## src/rtl/psd_pkg.sv

```systemverilog
`timescale 1ns/1ps
package psd_pkg;
  localparam int PW = 6;  // prescaler ratio width, holds up to 33

  typedef struct packed {
    logic          dual;
    logic [PW-1:0] p;
  } mode_dec_t;

  function automatic mode_dec_t decode_mode(input logic [2:0] code);
    mode_dec_t d;
    case (code)
      3'b000:  d = '{dual: 1'b0, p: PW'(1)};
      3'b001:  d = '{dual: 1'b0, p: PW'(2)};
      3'b111:  d = '{dual: 1'b0, p: PW'(3)};
      3'b010:  d = '{dual: 1'b1, p: PW'(2)};
      3'b011:  d = '{dual: 1'b1, p: PW'(4)};
      3'b100:  d = '{dual: 1'b1, p: PW'(8)};
      3'b101:  d = '{dual: 1'b1, p: PW'(16)};
      default: d = '{dual: 1'b1, p: PW'(32)};
    endcase
    return d;
  endfunction
endpackage

```

## src/rtl/psd_cfg_decode.sv

```systemverilog
`timescale 1ns/1ps
module psd_cfg_decode
  import psd_pkg::*;
#(
  parameter int A_W = 6,
  parameter int B_W = 13
) (
  input  logic [2:0]     mode_i,
  input  logic [A_W-1:0] a_i,
  input  logic [B_W-1:0] b_i,
  input  logic           bypass_i,
  output logic [PW-1:0]  p_o,
  output logic [A_W-1:0] a_o,
  output logic [B_W-1:0] b_o,
  output logic           err_o
);
  localparam int CW = (A_W > B_W) ? A_W : B_W;

  mode_dec_t      dec;
  logic [CW-1:0]  a_x, b_x;
  logic [B_W-1:0] b_nz;
  logic           legal;

  always_comb begin
    dec   = decode_mode(mode_i);
    a_x   = CW'(a_i);
    b_x   = CW'(b_i);
    b_nz  = (b_i == '0) ? B_W'(1) : b_i;
    legal = (b_x >= a_x) && (b_x >= CW'(3));
    p_o   = dec.p;
    if (!dec.dual) begin
      a_o   = '0;
      b_o   = bypass_i ? B_W'(1) : b_nz;
      err_o = 1'b0;
    end else if (legal) begin
      a_o   = a_i;
      b_o   = b_i;
      err_o = 1'b0;
    end else begin
      // fallback: drop the swallow count
      a_o   = '0;
      b_o   = b_nz;
      err_o = 1'b1;
    end
  end
endmodule

```

## src/rtl/psd_prescaler.sv

```systemverilog
`timescale 1ns/1ps
module psd_prescaler
  import psd_pkg::*;
(
  input  logic          clk_i,
  input  logic          rst_ni,
  input  logic          clr_i,
  input  logic [PW-1:0] p_i,
  input  logic          swallow_i,
  output logic          tick_o,
  output logic [PW-1:0] cnt_o
);
  logic [PW-1:0] cnt_q, last;

  // modulus is P, or P+1 while swallowing
  assign last   = p_i + PW'(swallow_i) - PW'(1);
  assign tick_o = (cnt_q == last);
  assign cnt_o  = cnt_q;

  always_ff @(posedge clk_i or negedge rst_ni) begin
    if (!rst_ni)               cnt_q <= '0;
    else if (clr_i || tick_o)  cnt_q <= '0;
    else                       cnt_q <= cnt_q + PW'(1);
  end
endmodule

```

## src/rtl/psd_swallow_ctr.sv

```systemverilog
`timescale 1ns/1ps
module psd_swallow_ctr #(
  parameter int A_W = 6,
  parameter int B_W = 13
) (
  input  logic           clk_i,
  input  logic           rst_ni,
  input  logic           clr_i,
  input  logic           tick_i,
  input  logic [A_W-1:0] a_i,
  input  logic [B_W-1:0] b_i,
  output logic           swallow_o,
  output logic           term_o,
  output logic [B_W-1:0] cnt_o
);
  localparam int CW = (A_W > B_W) ? A_W : B_W;

  logic [B_W-1:0] cnt_q;

  // one count per prescaler cycle: first A cycles swallow, cycle B ends period
  assign swallow_o = CW'(cnt_q) < CW'(a_i);
  assign term_o    = tick_i && (cnt_q == b_i - B_W'(1));
  assign cnt_o     = cnt_q;

  always_ff @(posedge clk_i or negedge rst_ni) begin
    if (!rst_ni)       cnt_q <= '0;
    else if (clr_i)    cnt_q <= '0;
    else if (tick_i)   cnt_q <= term_o ? '0 : cnt_q + B_W'(1);
  end
endmodule

```

## src/rtl/pulse_swallow_div.sv

```systemverilog
`timescale 1ns/1ps
module pulse_swallow_div
  import psd_pkg::*;
#(
  parameter int A_W = 6,
  parameter int B_W = 13
) (
  input  logic           clk_i,
  input  logic           rst_ni,
  input  logic [2:0]     mode_i,
  input  logic [A_W-1:0] a_val_i,
  input  logic [B_W-1:0] b_val_i,
  input  logic           b_bypass_i,
  input  logic           hold_ab_i,
  input  logic           hold_all_i,
  output logic           div_o,
  output logic           cfg_err_o,
  output logic           r_rst_o
);
  logic           hold_any, term, tick, swallow, div_q;
  logic [PW-1:0]  nxt_p, act_p, pre_cnt;
  logic [A_W-1:0] nxt_a, act_a;
  logic [B_W-1:0] nxt_b, act_b, pcount;
  logic           nxt_err, act_err;

  assign hold_any = hold_ab_i | hold_all_i;

  psd_cfg_decode #(.A_W(A_W), .B_W(B_W)) i_dec (
    .mode_i   (mode_i),
    .a_i      (a_val_i),
    .b_i      (b_val_i),
    .bypass_i (b_bypass_i),
    .p_o      (nxt_p),
    .a_o      (nxt_a),
    .b_o      (nxt_b),
    .err_o    (nxt_err)
  );

  // shadow of the setting in use; refreshed only at period end or in hold
  always_ff @(posedge clk_i or negedge rst_ni) begin
    if (!rst_ni) begin
      act_p   <= PW'(32);
      act_a   <= '0;
      act_b   <= B_W'(1);
      act_err <= 1'b0;
    end else if (hold_any || term) begin
      act_p   <= nxt_p;
      act_a   <= nxt_a;
      act_b   <= nxt_b;
      act_err <= nxt_err;
    end
  end

  psd_prescaler i_pre (
    .clk_i     (clk_i),
    .rst_ni    (rst_ni),
    .clr_i     (hold_any),
    .p_i       (act_p),
    .swallow_i (swallow),
    .tick_o    (tick),
    .cnt_o     (pre_cnt)
  );

  psd_swallow_ctr #(.A_W(A_W), .B_W(B_W)) i_ctr (
    .clk_i     (clk_i),
    .rst_ni    (rst_ni),
    .clr_i     (hold_any),
    .tick_i    (tick),
    .a_i       (act_a),
    .b_i       (act_b),
    .swallow_o (swallow),
    .term_o    (term),
    .cnt_o     (pcount)
  );

  always_ff @(posedge clk_i or negedge rst_ni) begin
    if (!rst_ni) div_q <= 1'b0;
    else         div_q <= term & ~hold_any;
  end

  assign div_o     = div_q & ~hold_any;
  assign cfg_err_o = act_err;
  assign r_rst_o   = hold_all_i;
endmodule

```

## config.mk

```make
export PLATFORM = sky130hd
export DESIGN_NAME = pulse_swallow_div
export DESIGN_NICKNAME = d
export VERILOG_FILES = /design/src/rtl/psd_pkg.sv /design/src/rtl/psd_cfg_decode.sv /design/src/rtl/psd_prescaler.sv /design/src/rtl/psd_swallow_ctr.sv /design/src/rtl/pulse_swallow_div.sv
export SDC_FILE = /design/constraint.sdc
export NUM_CORES = 1
export LEC_CHECK = 0
export ABC_CLOCK_PERIOD_IN_PS = 4160
export BUFFER_PORTS_ARGS = -buffer_cell sky130_fd_sc_hd__buf_2
export CAP_MARGIN = 20
export CORE_MARGIN = 2
export CORE_UTILIZATION = 45
export CTS_CLUSTER_SIZE = 24
export DETAILED_ROUTE_END_ITERATION = 8
export GPL_TIMING_DRIVEN = 0
export PLACE_DENSITY = 0.61
export REMOVE_ABC_BUFFERS = 1
export SLEW_MARGIN = 20
export SYNTH_ARGS = -nofsm -noshare
export SYNTH_HDL_FRONTEND = slang
export SYNTH_SLANG_ARGS = --single-unit
```

## constraint.sdc

```tcl
create_clock -name clk_i -period 4.16 [get_ports clk_i]
set_input_delay 0.832 -clock clk_i [delete_from_list [all_inputs] [get_ports clk_i]]
set_output_delay 0.832 -clock clk_i [all_outputs]
set_load 0.01 [all_outputs]
```

; After elaboration in Yosys (flattened, before gate mapping)
; Cells that the tools add are included.
[word_totals]
regBits = 46
word_cells = 47
out_inout_bits = 3
[classes]
n_eq_ne = 8
addsub = 5
bitwise = 4
reduce_logical = 7
magnitude_cmp = 3
mux = 13
[ops]
columns = op, n
row1 = $mux 13, 7
row2 = $pmux 7 s7, 1
row3 = $mux 6, 3
row4 = $add 13x1->13 const B, 1
row5 = $eq 13x13->1, 1
row6 = $ge 13x2->1 const B, 1
row7 = $ge 13x6->1, 1
row8 = $logic_not 13->1, 1
row9 = $lt 13x6->1, 1
row10 = $sub 13x1->13 const B, 1
row11 = $eq 3x3->1 const B, 3
row12 = $add 6x1->6, 1
row13 = $add 6x1->6 const B, 1
row14 = $eq 3x2->1 const B, 2
row15 = $eq 6x6->1, 1
row16 = $sub 6x1->6 const B, 1
row17 = $eq 3x1->1 const B, 1
row18 = $logic_not 3->1, 1
row19 = $and 1x1->1, 2
row20 = $logic_and 1x1->1, 2
row21 = $logic_or 1x1->1, 2
row22 = $mux 1, 2
row23 = $reduce_bool 2->1, 1
row24 = $not 1->1, 1
row25 = $or 1x1->1, 1

; Longest topological paths before layout
; Gate-level depths: netlist of run 1.
[logic_depth]
ltp_word = 8
ltp_mapped = 20
ltp_nobuf = 17

; By module
; From an unflattened synthesis of run 1, not the netlist that was laid out.
[unflattened]
hier_cells = 364
hier_area_um2 = 3394.5
[by_module_without_submodules]
columns = module, area_per_inst_um2, cells_each, seq_area_each_um2, n_inst
row1 = psd_swallow_ctr, 1426.4, 184, 325.3, 1
row2 = pulse_swallow_div, 1038.5, 62, 678.2, 1
row3 = psd_prescaler, 471.7, 48, 150.1, 1
row4 = psd_cfg_decode, 457.9, 70, 0.0, 1

; Worst setup path before layout of run 1
; No wires, ideal clock.
[synth_path]
path_type = register to register
start = register i_ctr.cnt_q[1], in the netlist i_ctr.cnt_o[1]
end = register act_a[5]
setup_ns = 0.125
arrival_ns = 3.638
setup_slack_ns = 0.397
stages_incl_launch_ff = 19
path_buffers = 2
synth_period_minus_slack_ns = 3.763
path_cell_list = dfrtp_1 ha_1 a21o_1 a21o_1 a21oi_1 nor2b_1 o21ai_0 nand3_1 ha_1 ha_1 nand2b_1 o211a_1 o31ai_1 nand4_1 nor4_2 nand2b_1 buf_6 buf_12 mux2_4
[synth_between]
elab_chain_cells = 6
[synth_lines]
columns = element, line
row1 = "start, declared", psd_swallow_ctr.sv:18  ; logic [B_W-1:0] cnt_q;
row2 = "start signal, assigned", psd_swallow_ctr.sv:28  ; else if (tick_i) cnt_q <= term_o ? '0 : cnt_q + B_W'(1);
row3 = $lt 13x6->1, psd_swallow_ctr.sv:21  ; assign swallow_o = CW'(cnt_q) < CW'(a_i);
row4 = $add 6x1->6, psd_prescaler.sv:16  ; assign last = p_i + PW'(swallow_i) - PW'(1);
row5 = $sub 6x1->6, psd_prescaler.sv:16
row6 = $eq 6x6->1, psd_prescaler.sv:17  ; assign tick_o = (cnt_q == last);
row7 = $logic_and 1x1->1 (*), psd_swallow_ctr.sv:22  ; assign term_o = tick_i && (cnt_q == b_i - B_W'(1));
row8 = $logic_or 1x1->1 (*), pulse_swallow_div.sv:46  ; end else if (hold_any || term) begin
row9 = "end signal, assigned", pulse_swallow_div.sv:48  ; act_a <= nxt_a;
row10 = "end, declared", pulse_swallow_div.sv:22  ; logic [A_W-1:0] nxt_a, act_a;
; Every way passes the cells marked *; elsewhere a longest branch is shown, timed or not.
; A chain may end at the register's enable or synchronous reset.

; Final worst setup path of run 1
[layout_path]
start = register i_ctr.cnt_q[1], in the netlist i_ctr.cnt_o[1]
end = register act_a[4]
; Same word-level chain as after synthesis.

==> metrics.md, run 1 <==
| Metric | Value |
|---|---|
| Lkg Pwr | `1.69 nW` |
| Minimum clock period | `3880 ps` |
| CP Class | `flop to flop` |
| GR Util met1 | `0.276` |
| Ys async rst share | `1.00` |
| Initial antenna violation count | `0` |
| Mapped Cells | `356` |
| Via density | `5.39` |
| First-pass GRT wire length | `11700 um` |
| Comb pwr share | `0.214` |
| Clock latency on the worst-skew pair | `300 ps` |
| Max cap viols | `0` |
| Crit path arrival time | `4070 ps` |
| Drt drc | `0` |
| NetSw | `308 uW` |
| Max-Slew Margin vs Limit | `0.421` |
| Global route overflow | `0` |
| Setup TNS | `0 ps` |
| CTS tree | `yes` |
| Final period util | `0.933` |
| Number of global-route vias before repair | `2393` |
| Status | `finished clean` |
| Hold-fix buffers, CTS | `0` |
| Required time of the worst setup path | `4350 ps` |
| Final setup fails | `0` |
| RR Startpoint | `i_ctr.cnt_o[1]` |
| Post-DRT Antenna Nets | `0` |
| Crit Reg-Reg Endpoint | `act_a[4]` |
| Syn Area/Cell | `9.05 sq um` |
| CP Max Fanout | `24` |
| Antenna cell count | `0` |
| Drt initial violations | `117` |
| Post-synthesis sequential area ratio | `0.358` |
| Clk pwr share | `0.285` |
| Clk_skew | `6.59 ps` |
| DR vias | `2573` |
| Post-Route WL | `6690 um` |
| PortBufs | `29` |
| Met2 usage | `0.291` |
| Path depth of the worst reg2reg path | `17` |
| Die ar. | `7850 sq um` |
| Mapped Area | `3220 sq um` |
| Largest net degree at the start of global routing | `47` |
| Starting density of the core | `0.469` |
| EDFF count, synth | `0` |
| Startpoint types | `flop` |
| Cell Rows | `30` |
| Final net count | `423` |
| Peak supply drop | `0.000159 V` |
| Fin. Hold Viols | `0` |
| Worst-path clk slew | `90 ps` |
| Pre-antenna DRT Iters | `4` |
| Routability cong. | `0.816` |
| Num ports | `30` |
| RSZ-0062 raised after global routing | `no` |
| Post-layout util | `0.515` |
| Longest Clk Path Bufs | `2` |
| CP Capture Point | `act_a[4]` |
| Wire per inst | `14.0 um` |
| Die height | `88.6 um` |
| Worst setup EP type | `flop` |
| Met3 Use GR | `0.0326` |
| Yosys cell types | `50` |
| FMAX | `258 MHz` |
| Die W | `88.6 um` |
| FF+latch count, synth | `46` |
| Max Slew Vio Count | `0` |
| Fill count | `671` |
| P&R area growth vs syn | `9.83%` |
| Total global-route track usage | `0.190` |
| Hold_ws | `511 ps` |
| Clk sinks | `46` |
| Sw Share | `0.305` |
| Final total power | `1.01 mW` |
| DP HPWL | `4880 um` |
| Hold Crit Class | `input port to asynchronous set/reset pin` |
| YS warnings | `0` |
| R2r setup slk | `280 ps` |
| PwrDens | `285 nW/um^2` |
| CTS buffer count | `5` |
| Share of layout cells above drive strength 1 | `0.165` |
| Core area | `6870 sq um` |
| Top_reg_cell synth | `dfrtp_1` |
| Worst Setup SP | `i_ctr.cnt_o[1]` |
| CTS HTree Levels | `2` |
| Internal | `702 uW` |
| Measured slew at the worst slew-check pin | `856 ps` |
| Root Buffer | `clkbuf_8` |
| Flop pwr share | `0.500` |
| Busiest layer in global routing | `met2` |
## final cells by class
class / instances / area, sq um / share of cell area
Timing Repair Buffer: 33 / 190 / 0.0537
Clock inverter: 1 / 5.00 / 0.00141
Clock buffer: 7 / 86.3 / 0.0244
Sequential cell: 46 / 1150 / 0.326
Inverter: 30 / 113 / 0.0318
Tap cell: 96 / 120 / 0.0339
Multi-Input combinational cell: 264 / 1870 / 0.529
## layer usage
metal | up-vias | part of all wire
li1 | 1287 | -
met1 | 1213 | 0.50
met2 | 60 | 0.44
met3 | 13 | 0.035
met4 | 0 | 0.020
met5 | - | 0
## cell usage in the layout, fill, tap and decap left out, types with 6 or more instances in the layout
| master | n |
|---|---|
| dfrtp_1 | 44 |
| inv_1 | 30 |
| nand2_1 | 30 |
| nor2_1 | 29 |
| buf_2 | 28 |
| xnor2_1 | 22 |
| nand3_1 | 21 |
| ha_1 | 16 |
| nor4_1 | 15 |
| mux2i_1 | 15 |
| a21oi_1 | 13 |
| xor2_1 | 11 |
| mux2_2 | 8 |
| nand2b_1 | 7 |
| nand4_1 | 7 |
| clkbuf_8 | 6 |
## power by group through the flow
| stage | combinational (mW) | sequential [mW] | clock (mW) |
|---|---|---|---|
| 5_1_grt | 0.247 | 0.510 | 0.310 |
| 3_3_place_gp | 0.204 | 0.513 | 0 |
| 6_report | 0.216 | 0.505 | 0.288 |
| 4_1_cts | 0.219 | 0.505 | 0.293 |
| 3_5_place_dp | 0.209 | 0.514 | 0 |
| 2_1_floorplan | 0.147 | 0.505 | 0 |
## sequential cells by signal, indices dropped and copies added (netlist names)
register	count
act_p	6
i_ctr.cnt_o	13
div_q	1
act_a	6
act_b	13
cfg_err_o	1
i_pre.cnt_o	6
## worst min path at each step
| stage | to | from |
|---|---|---|
| global placement | cfg_err_o | cfg_err_o |
| CTS | cfg_err_o | cfg_err_o |
| floorplan | i_pre.cnt_o[0] | i_pre.cnt_o[0] |
| global route | cfg_err_o | cfg_err_o |
| finish | act_p[4] | rst_ni |
| detailed placement | cfg_err_o | cfg_err_o |
## logic make-up after synthesis
| logic type | Yosys count | share of synthesized area |
|---|---|---|
| muxes | 28 | 0.0979 |
| adders and majority gates | 16 | 0.0621 |
| DFF | 46 | 0.358 |
| xor gates and xnor gates | 33 | 0.0897 |
| and+or+nand+nor | 143 | 0.233 |
| buffers and inverters | 46 | 0.0691 |
| AOI/OAI and AO/OA | 44 | 0.0905 |
## cells in the mapped netlist (3+ instances only)
cell type / instances / area, sq um
xnor2_1: 22 / 193
dfrtp_1: 44 / 1100
a31oi_1: 3 / 18.8
or3_1: 4 / 25.0
a211oi_1: 3 / 22.5
buf_6: 4 / 45.0
nor3_1: 4 / 20.0
nand3_1: 21 / 105
o21ai_0: 6 / 30.0
inv_1: 30 / 113
nor3b_1: 3 / 22.5
and3_1: 4 / 25.0
mux2i_1: 15 / 150
nand2_1: 30 / 113
nor4_1: 15 / 93.8
ha_1: 16 / 200
nand2b_1: 8 / 50.1
clkbuf_1: 8 / 30.0
nand4_1: 7 / 43.8
nor2b_1: 4 / 25.0
mux2_2: 8 / 90.1
a21o_1: 3 / 22.5
xor2_1: 11 / 96.3
nor2_1: 30 / 113
mux2_4: 5 / 75.1
a21oi_1: 13 / 65.1
## timing repair
item                                   CTS  global route
pin swaps                                1             2
buffers inserted                         2             1
setup endpoints to repair               40            24
resized for setup                        3             0
endpoints found under the hold margin    0             0
## worst max-delay path: stages (launching register included)
cell      delay [ps]
dfrtp_1          450
ha_1             300
a21o_1           160
a21o_1           170
a21oi_1          130
nor2b_1           60
o21ai_1          200
nand3_1          160
ha_1             230
ha_1             200
nand2b_1         160
o211a_1          130
o31ai_1          220
nand4_1          250
nor4_4           220
nand2b_4         190
buf_12           180
mux2_2           340
## per-stage QoR
step	std cells	setup WS (ps)	area, sq um
global placement	465	-1860	3380
global route	477	13.5	3540
finish	477	279	3540
floorplan	340	-630	3110
CTS	476	45.5	3520
detailed placement	466	-1000	3400
Note: power is estimated with default switching activity, not from simulation.
==> inputs of run 2 (changes only) <==
--- a/config.mk
+++ b/config.mk
@@ -8,7 +8,7 @@
 export ABC_CLOCK_PERIOD_IN_PS = 4160
 export BUFFER_PORTS_ARGS = -buffer_cell sky130_fd_sc_hd__buf_2
 export CAP_MARGIN = 20
-export CORE_MARGIN = 2
+export CORE_MARGIN = 1.5
 export CORE_UTILIZATION = 45
 export CTS_CLUSTER_SIZE = 24
 export DETAILED_ROUTE_END_ITERATION = 8
==> metrics.md, run 2 (synthesis results as in run 1) <==
| Metric | Value |
|---|---|
| Final period util | `0.951 (+0.0181)` |
| CP Class | `flop to flop` |
| Comb pwr share | `0.210 (-0.004)` |
| Worst path bufs/invs | `1 (unchanged)` |
| Final net count | `425 (+0.47%)` |
| Pre-CTS setup slack | `-1040 ps (-36.9 ps)` |
| RSZ-0062 raised after global routing | `no` |
| FMAX | `253 MHz (-1.9%)` |
| Reg area | `1150 sq um (+0.11%)` |
| Sw Share | `0.297 (-0.00787)` |
| Largest net degree at the start of global routing | `47 (unchanged)` |
| Slowest Stage Delay on Critical Path | `450 ps (about the same)` |
| Flop pwr share | `0.475 (-0.025)` |
| Drt drc | `0 (unchanged)` |
| Global route overflow | `0 (unchanged)` |
| P&R area growth vs syn | `11.8%` |
| PwrDens | `295 nW/um^2 (+3.5%)` |
| Post-Route WL | `6960 um (+4.0%)` |
| Hold Crit Class | `flop to flop` |
| PortBufs | `29 (unchanged)` |
| Initial antenna violation count | `0 (unchanged)` |
| Max-Slew Margin vs Limit | `0.466 (+0.0454)` |
| Minimum clock period | `3960 ps (+75.1 ps)` |
| Number of global-route vias before repair | `2449 (+2.3%)` |
| Die height | `87.6 um (-1.1%)` |
| Worst setup EP type | `flop` |
| Final worst slack | `204 ps (-75.1 ps)` |
| Status | `finished clean` |
| Antenna cell count | `0 (unchanged)` |
| Final setup fails | `0 (unchanged)` |
| Clk pwr share | `0.314 (+0.029)` |
| Crit-path slowest cell | `dfrtp_2` |
| Internal | `748 uW (+6.5%)` |
| Area occupied by multi-input gates | `1880 sq um (+0.60%)` |
| Cell Rows | `30 (unchanged)` |
| Clk_skew | `8.62 ps (+2.03 ps)` |
| CP Cell Sequence | `ha_1 -> a21o_1 -> a21o_1 -> a21oi_1 -> nor2b_1 -> o21ai_1 -> nand3_1 -> ha_1 -> ha_1 -> nand2b_1 -> o211a_1 -> o31ai_2 -> nand4_1 -> nor4_4 -> nand2b_4 -> buf_12 -> mux2_2` |
| Clock latency on the worst-skew pair | `300 ps (about the same)` |
| Num ports | `30 (unchanged)` |
| Via density | `5.44 (+0.94%)` |
| Fin. Hold Viols | `0 (unchanged)` |
| Wire per inst | `14.5 um (+3.6%)` |
| Share of layout cells above drive strength 1 | `0.180 (+0.0148)` |
| Starting density of the core | `0.469 (unchanged)` |
| NetSw | `316 uW (+2.6%)` |
| CP most frequent cell | `ha_1` |
| Hold-fix buffers, CTS | `0 (unchanged)` |
| Crit path arrival time | `4150 ps (+80 ps)` |
| Measured slew at the worst slew-check pin | `789 ps (-67.2 ps)` |
| First-pass GRT wire length | `11900 um (+2.1%)` |
| Drt initial violations | `158 (+35%)` |
| CTS buffer count | `5 (unchanged)` |
| Die ar. | `7680 sq um (-2.2%)` |
| CTS tree | `yes` |
| Final total power | `1.06 mW (+5.3%)` |
| Max cap viols | `0 (unchanged)` |
| Most common cell after layout, fill and taps aside | `dfrtp_1` |
| Pre-antenna DRT Iters | `4 (unchanged)` |
| Core area | `6870 sq um (unchanged)` |
| Routability cong. | `0.836 (+2.4%)` |
| DP HPWL | `4990 um (+2.2%)` |
| Root Buffer | `clkbuf_8` |
| Die W | `87.6 um (-1.1%)` |
| CP Max Fanout | `12 (-50%)` |
| CTS HTree Levels | `2 (unchanged)` |
| Peak supply drop | `0.000146 V (-8.1%)` |
| Required time of the worst setup path | `4350 ps (about the same)` |
| Post-DRT Antenna Nets | `0 (unchanged)` |
| Most frequent cells in the layout | `dfrtp_1, inv_1, nand2_1` |
| Longest Clk Path Bufs | `2 (unchanged)` |
| Startpoint types | `flop` |
| Worst-path clk slew | `90 ps (about the same)` |
| Max Slew Vio Count | `0 (unchanged)` |
| Clk sinks | `46 (unchanged)` |
| Delay-heaviest family, CP | `simple AND/OR/NAND/NOR gates` |
| Lkg Pwr | `1.72 nW (+1.7%)` |
| Fill count | `653 (-2.7%)` |
| Total global-route track usage | `0.200 (+0.00917)` |
| DR vias | `2608 (+1.4%)` |
| Post-layout util | `0.524 (+0.00911)` |
-- run 2: changes by cell type in the layout (fill, tap and decap cells not counted) --
cell	before	now
dfrtp_1	44	43
clkinv_2	1	2
clkbuf_16	0	1
dfrtp_2	0	1
o31ai_1	2	1
nor4_1	15	14
clkbuf_8	6	5
bufinv_16	0	1
clkbuf_1	1	0
buf_4	4	5
o31ai_2	0	1
nor4_2	0	1
-- run 2: power by group through the flow --
| stage | registers (mW) | clock network [mW] | logic [mW] |
|---|---|---|---|
| floorplan | 0.505 | 0 | 0.147 |
| global placement | 0.513 | 0 | 0.204 |
| detailed placement | 0.514 | 0 | 0.209 |
| CTS | 0.505 | 0.346 | 0.219 |
| global route | 0.511 | 0.357 | 0.253 |
| finish | 0.505 | 0.334 | 0.224 |
-- run 2: final cells by class --
class,instances,area share
multi-input cells,264,0.523
flip-flops and latches,46,0.321
repair buffers,35,0.0618
well taps,96,0.0334
inverters,30,0.0313
clock buffers,5,0.0191
clock inverters,3,0.0111
-- run 2: metal layers --
metal  part of all wire  global-route usage  vias up
met3              0.028              0.0283        8
met1               0.49               0.284     1248
met5                  0                   0        -
met2               0.47               0.319       45
met4              0.014              0.0548        0
li1                   -                   -     1307
-- run 2: through the flow --
step                cells  area [sq um]  setup TNS, ps  hold WS, ps
floorplan             340          3110         -17420          472
global placement      465          3380         -63180          490
detailed placement    466          3400         -29320          492
CTS                   476          3540              0          518
global route          479          3600              0          531
finish                479          3600              0          513
-- run 2: worst reg2reg max path, stage by stage, from the launching register on --
cell and delay [ps]:
dfrtp_2 450, ha_1 280, a21o_1 150, a21o_1 170, a21oi_1 140, nor2b_1 60, o21ai_1 200, nand3_1 160
ha_1 230, ha_1 210, nand2b_1 170, o211a_1 140, o31ai_2 180, nand4_1 260, nor4_4 330, nand2b_4 220
buf_12 150, mux2_2 350
-- run 2: final timing paths --
kind | cells past startpoint | to | slack, ps | from
worst max register to register | 17 | act_a[1] | 200 | i_ctr.cnt_o[1]
worst min register to register | 1 | act_a[2] | 510 | act_a[2]
worst max-delay path | 17 | act_a[1] | 200 | i_ctr.cnt_o[1]
worst min-delay path | 1 | act_a[2] | 510 | act_a[2]
max in group asynchronous | 1 | i_ctr.cnt_o[1] | 3200 | rst_ni
min in group asynchronous | 1 | act_p[4] | 520 | rst_ni
-- run 2: what timing repair did --
item | 4_1_cts | 5_1_grt
endpoints found under the setup margin | 40 | 24
gates cloned | 0 | 1
pin swaps | 2 | 3
gates resized for setup | 2 | 4
buffers inserted | 2 | 2
==> inputs of run 3 (changes only) <==
--- a/config.mk
+++ b/config.mk
@@ -8,12 +8,14 @@
 export ABC_CLOCK_PERIOD_IN_PS = 4160
 export BUFFER_PORTS_ARGS = -buffer_cell sky130_fd_sc_hd__buf_2
 export CAP_MARGIN = 20
+export CELL_PAD_IN_SITES_DETAIL_PLACEMENT = 1
+export CELL_PAD_IN_SITES_GLOBAL_PLACEMENT = 1
 export CORE_MARGIN = 1.5
 export CORE_UTILIZATION = 45
 export CTS_CLUSTER_SIZE = 24
 export DETAILED_ROUTE_END_ITERATION = 8
 export GPL_TIMING_DRIVEN = 0
-export PLACE_DENSITY = 0.61
+export PLACE_DENSITY = 0.77
 export REMOVE_ABC_BUFFERS = 1
 export SLEW_MARGIN = 20
 export SYNTH_ARGS = -nofsm -noshare
==> metrics.md, run 3 (synthesis results as in run 1) <==
| Metric | Value |
|---|---|
| Status | `finished clean` |
| RR Startpoint | `i_ctr.cnt_o[1]` |
| Global route overflow | `0 (unchanged)` |
| Core area | `6870 sq um (unchanged)` |
| Die W | `87.6 um (unchanged)` |
| CP Class | `flop to flop` |
| DP HPWL | `5850 um (+17%)` |
| Worst setup EP type | `flop` |
| Design Area, Final | `3560 sq um (-1.3%)` |
| P&R area growth vs syn | `10.4%` |
| Peak supply drop | `0.000156 V (+7.0%)` |
| Max layer used | `met4` |
| Pre-antenna DRT Iters | `4 (unchanged)` |
| Wire per inst | `16.4 um (+13%)` |
| Drt drc | `0 (unchanged)` |
| Met3 wire len | `222 um (+14%)` |
| Post-Route M1 WL | `3690 um (+8.2%)` |
| Fin cells | `477 (-0.42%)` |
| Worst Hold Depth | `1 (unchanged)` |
| Longest Clk Path Bufs | `2 (unchanged)` |
| Path depth of the worst reg2reg path | `17 (unchanged)` |
| Root Buffer | `clkbuf_8` |
| Total global-route track usage | `0.223 (+0.0230)` |
| Num ports | `30 (unchanged)` |
| Number of global-route vias before repair | `2685 (+9.6%)` |
| Drt initial violations | `127 (-20%)` |
| Starting density of the core | `0.469 (unchanged)` |
| Hold-fix buffers, CTS | `0 (unchanged)` |
| Final setup fails | `0 (unchanged)` |
| Final net count | `423 (-0.47%)` |
| Antenna cell count | `0 (unchanged)` |
| Setup TNS | `0 ps (unchanged)` |
| Worst-path clk slew | `90 ps (about the same)` |
| Fin. Hold Viols | `0 (unchanged)` |
| Hold_ws | `514 ps (+0.814 ps)` |
| Hold Crit Start | `act_p[0]` |
| Via density | `5.56 (+2.2%)` |
| Crit Reg-Reg Endpoint | `act_p[2]` |
| Startpoint types | `flop` |
| Crit path arrival time | `4120 ps (-30 ps)` |
| Clk_skew | `5.70 ps (-2.92 ps)` |
| First-pass GRT wire length | `13200 um (+11%)` |
| Max-Slew Margin vs Limit | `0.476 (+0.00928)` |
| Largest net degree at the start of global routing | `47 (unchanged)` |
| PwrDens | `289 nW/um^2 (-2.2%)` |
| CTS tree | `yes` |
| Share of layout cells above drive strength 1 | `0.173 (-0.00693)` |
| CTS HTree Levels | `2 (unchanged)` |
| R2r setup slk | `240 ps (+30 ps)` |
| CTS buffer count | `5 (unchanged)` |
| Hold path endpoint | `act_p[0]` |
| Hold Crit Class | `flop to flop` |
| Die ar. | `7680 sq um (unchanged)` |
| Final period util | `0.943 (-0.00803)` |
| Max cap viols | `0 (unchanged)` |
| Pre-CTS setup slack | `-1180 ps (-135 ps)` |
| Placed Area | `3410 sq um (+0.22%)` |
| Lkg Pwr | `1.69 nW (-1.4%)` |
| Clk sinks | `46 (unchanged)` |
| Minimum clock period | `3920 ps (-33.4 ps)` |
| DP Cell Count | `466 (unchanged)` |
| Final worst slack | `237 ps (+33.4 ps)` |
| PortBufs | `29 (unchanged)` |
| Post-DRT Antenna Nets | `0 (unchanged)` |
| Required time of the worst setup path | `4350 ps (about the same)` |
| Most frequent cells in the layout | `dfrtp_1, inv_1, nand2_1` |
| Measured slew at the worst slew-check pin | `776 ps (-13.7 ps)` |
| Routability cong. | `0.798 (-4.6%)` |
| Max Slew Vio Count | `0 (unchanged)` |
| Met2 routed WL | `3800 um (+17%)` |
| Initial antenna violation count | `0 (unchanged)` |
| Die height | `87.6 um (unchanged)` |
| DR vias | `2654 (+1.8%)` |
| Most common cell after layout, fill and taps aside | `dfrtp_1` |
| Cell Rows | `30 (unchanged)` |
| Post-Route WL | `7800 um (+12%)` |
| RSZ-0062 raised after global routing | `no` |
| FMAX | `255 MHz (+0.85%)` |
| Clock latency on the worst-skew pair | `310 ps (about the same)` |
| CP Max Fanout | `19 (+7)` |
[run 3: final cells by class]
class                           count  area, sq um
Fill cell                         840         3310
Tap cell                           96          120
Timing Repair Buffer               33          198
Clock inverter                      1         5.00
Inverter                           30          113
Sequential cell                    46         1150
Clock buffer                        7         86.3
Multi-Input combinational cell    264         1880
[run 3: timing repair]
item / in CTS / in global routing
pin swaps: 2 / 2
gates resized for setup: 2 / 4
endpoints found under the setup margin: 40 / 36
setup buffers: 2 / 1
[run 3: power breakdown]
group	switching (mW)	total [mW]	internal (mW)	leakage, nW
clock network	0.158	0.293	0.134	0.0482
logic	0.132	0.228	0.0961	1.05
registers	0.0320	0.506	0.474	0.598
[run 3: critical path, stage by stage, from the launching register on]
cell and delay, ps:
dfrtp_2 450, ha_1 280, a21o_1 150, a21o_1 170, a21oi_1 150, nor2b_1 70
o21ai_2 150, nand3_1 130, ha_1 220, ha_1 210, nand2b_1 160, o211a_1 140
o31ai_2 200, nand4_1 240, nor4_4 330, nand2b_4 210, buf_16 170, mux2_2 350
[run 3: metrics by stage]
step | util | total power [mW]
floorplan | - | 0.652
global placement | 0.492 | 0.719
detailed placement | 0.496 | 0.732
CTS | 0.513 | 1.03
global route | 0.518 | 1.08
finish | 0.518 | 1.03
[run 3: worst max-delay path by stage]
stage | slack [ps] | cells after the start | startpoint | end
global placement | -1880 | 16 | i_ctr.cnt_o[1] | act_p[0]
CTS | 30 | 17 | i_ctr.cnt_o[1] | act_a[2]
detailed placement | -1180 | 17 | i_ctr.cnt_o[1] | act_a[2]
finish | 240 | 17 | i_ctr.cnt_o[1] | act_p[2]
floorplan | -630 | 16 | i_ctr.cnt_o[1] | act_a[0]
global route | 5 | 17 | i_ctr.cnt_o[1] | act_a[2]
[run 3: metal layers]
metal | global-route usage | vias up
met3 | 0.0358 | 9
met4 | 0.0491 | 0
met2 | 0.383 | 39
li1 | - | 1289
met1 | 0.296 | 1317
met5 | 0 | -
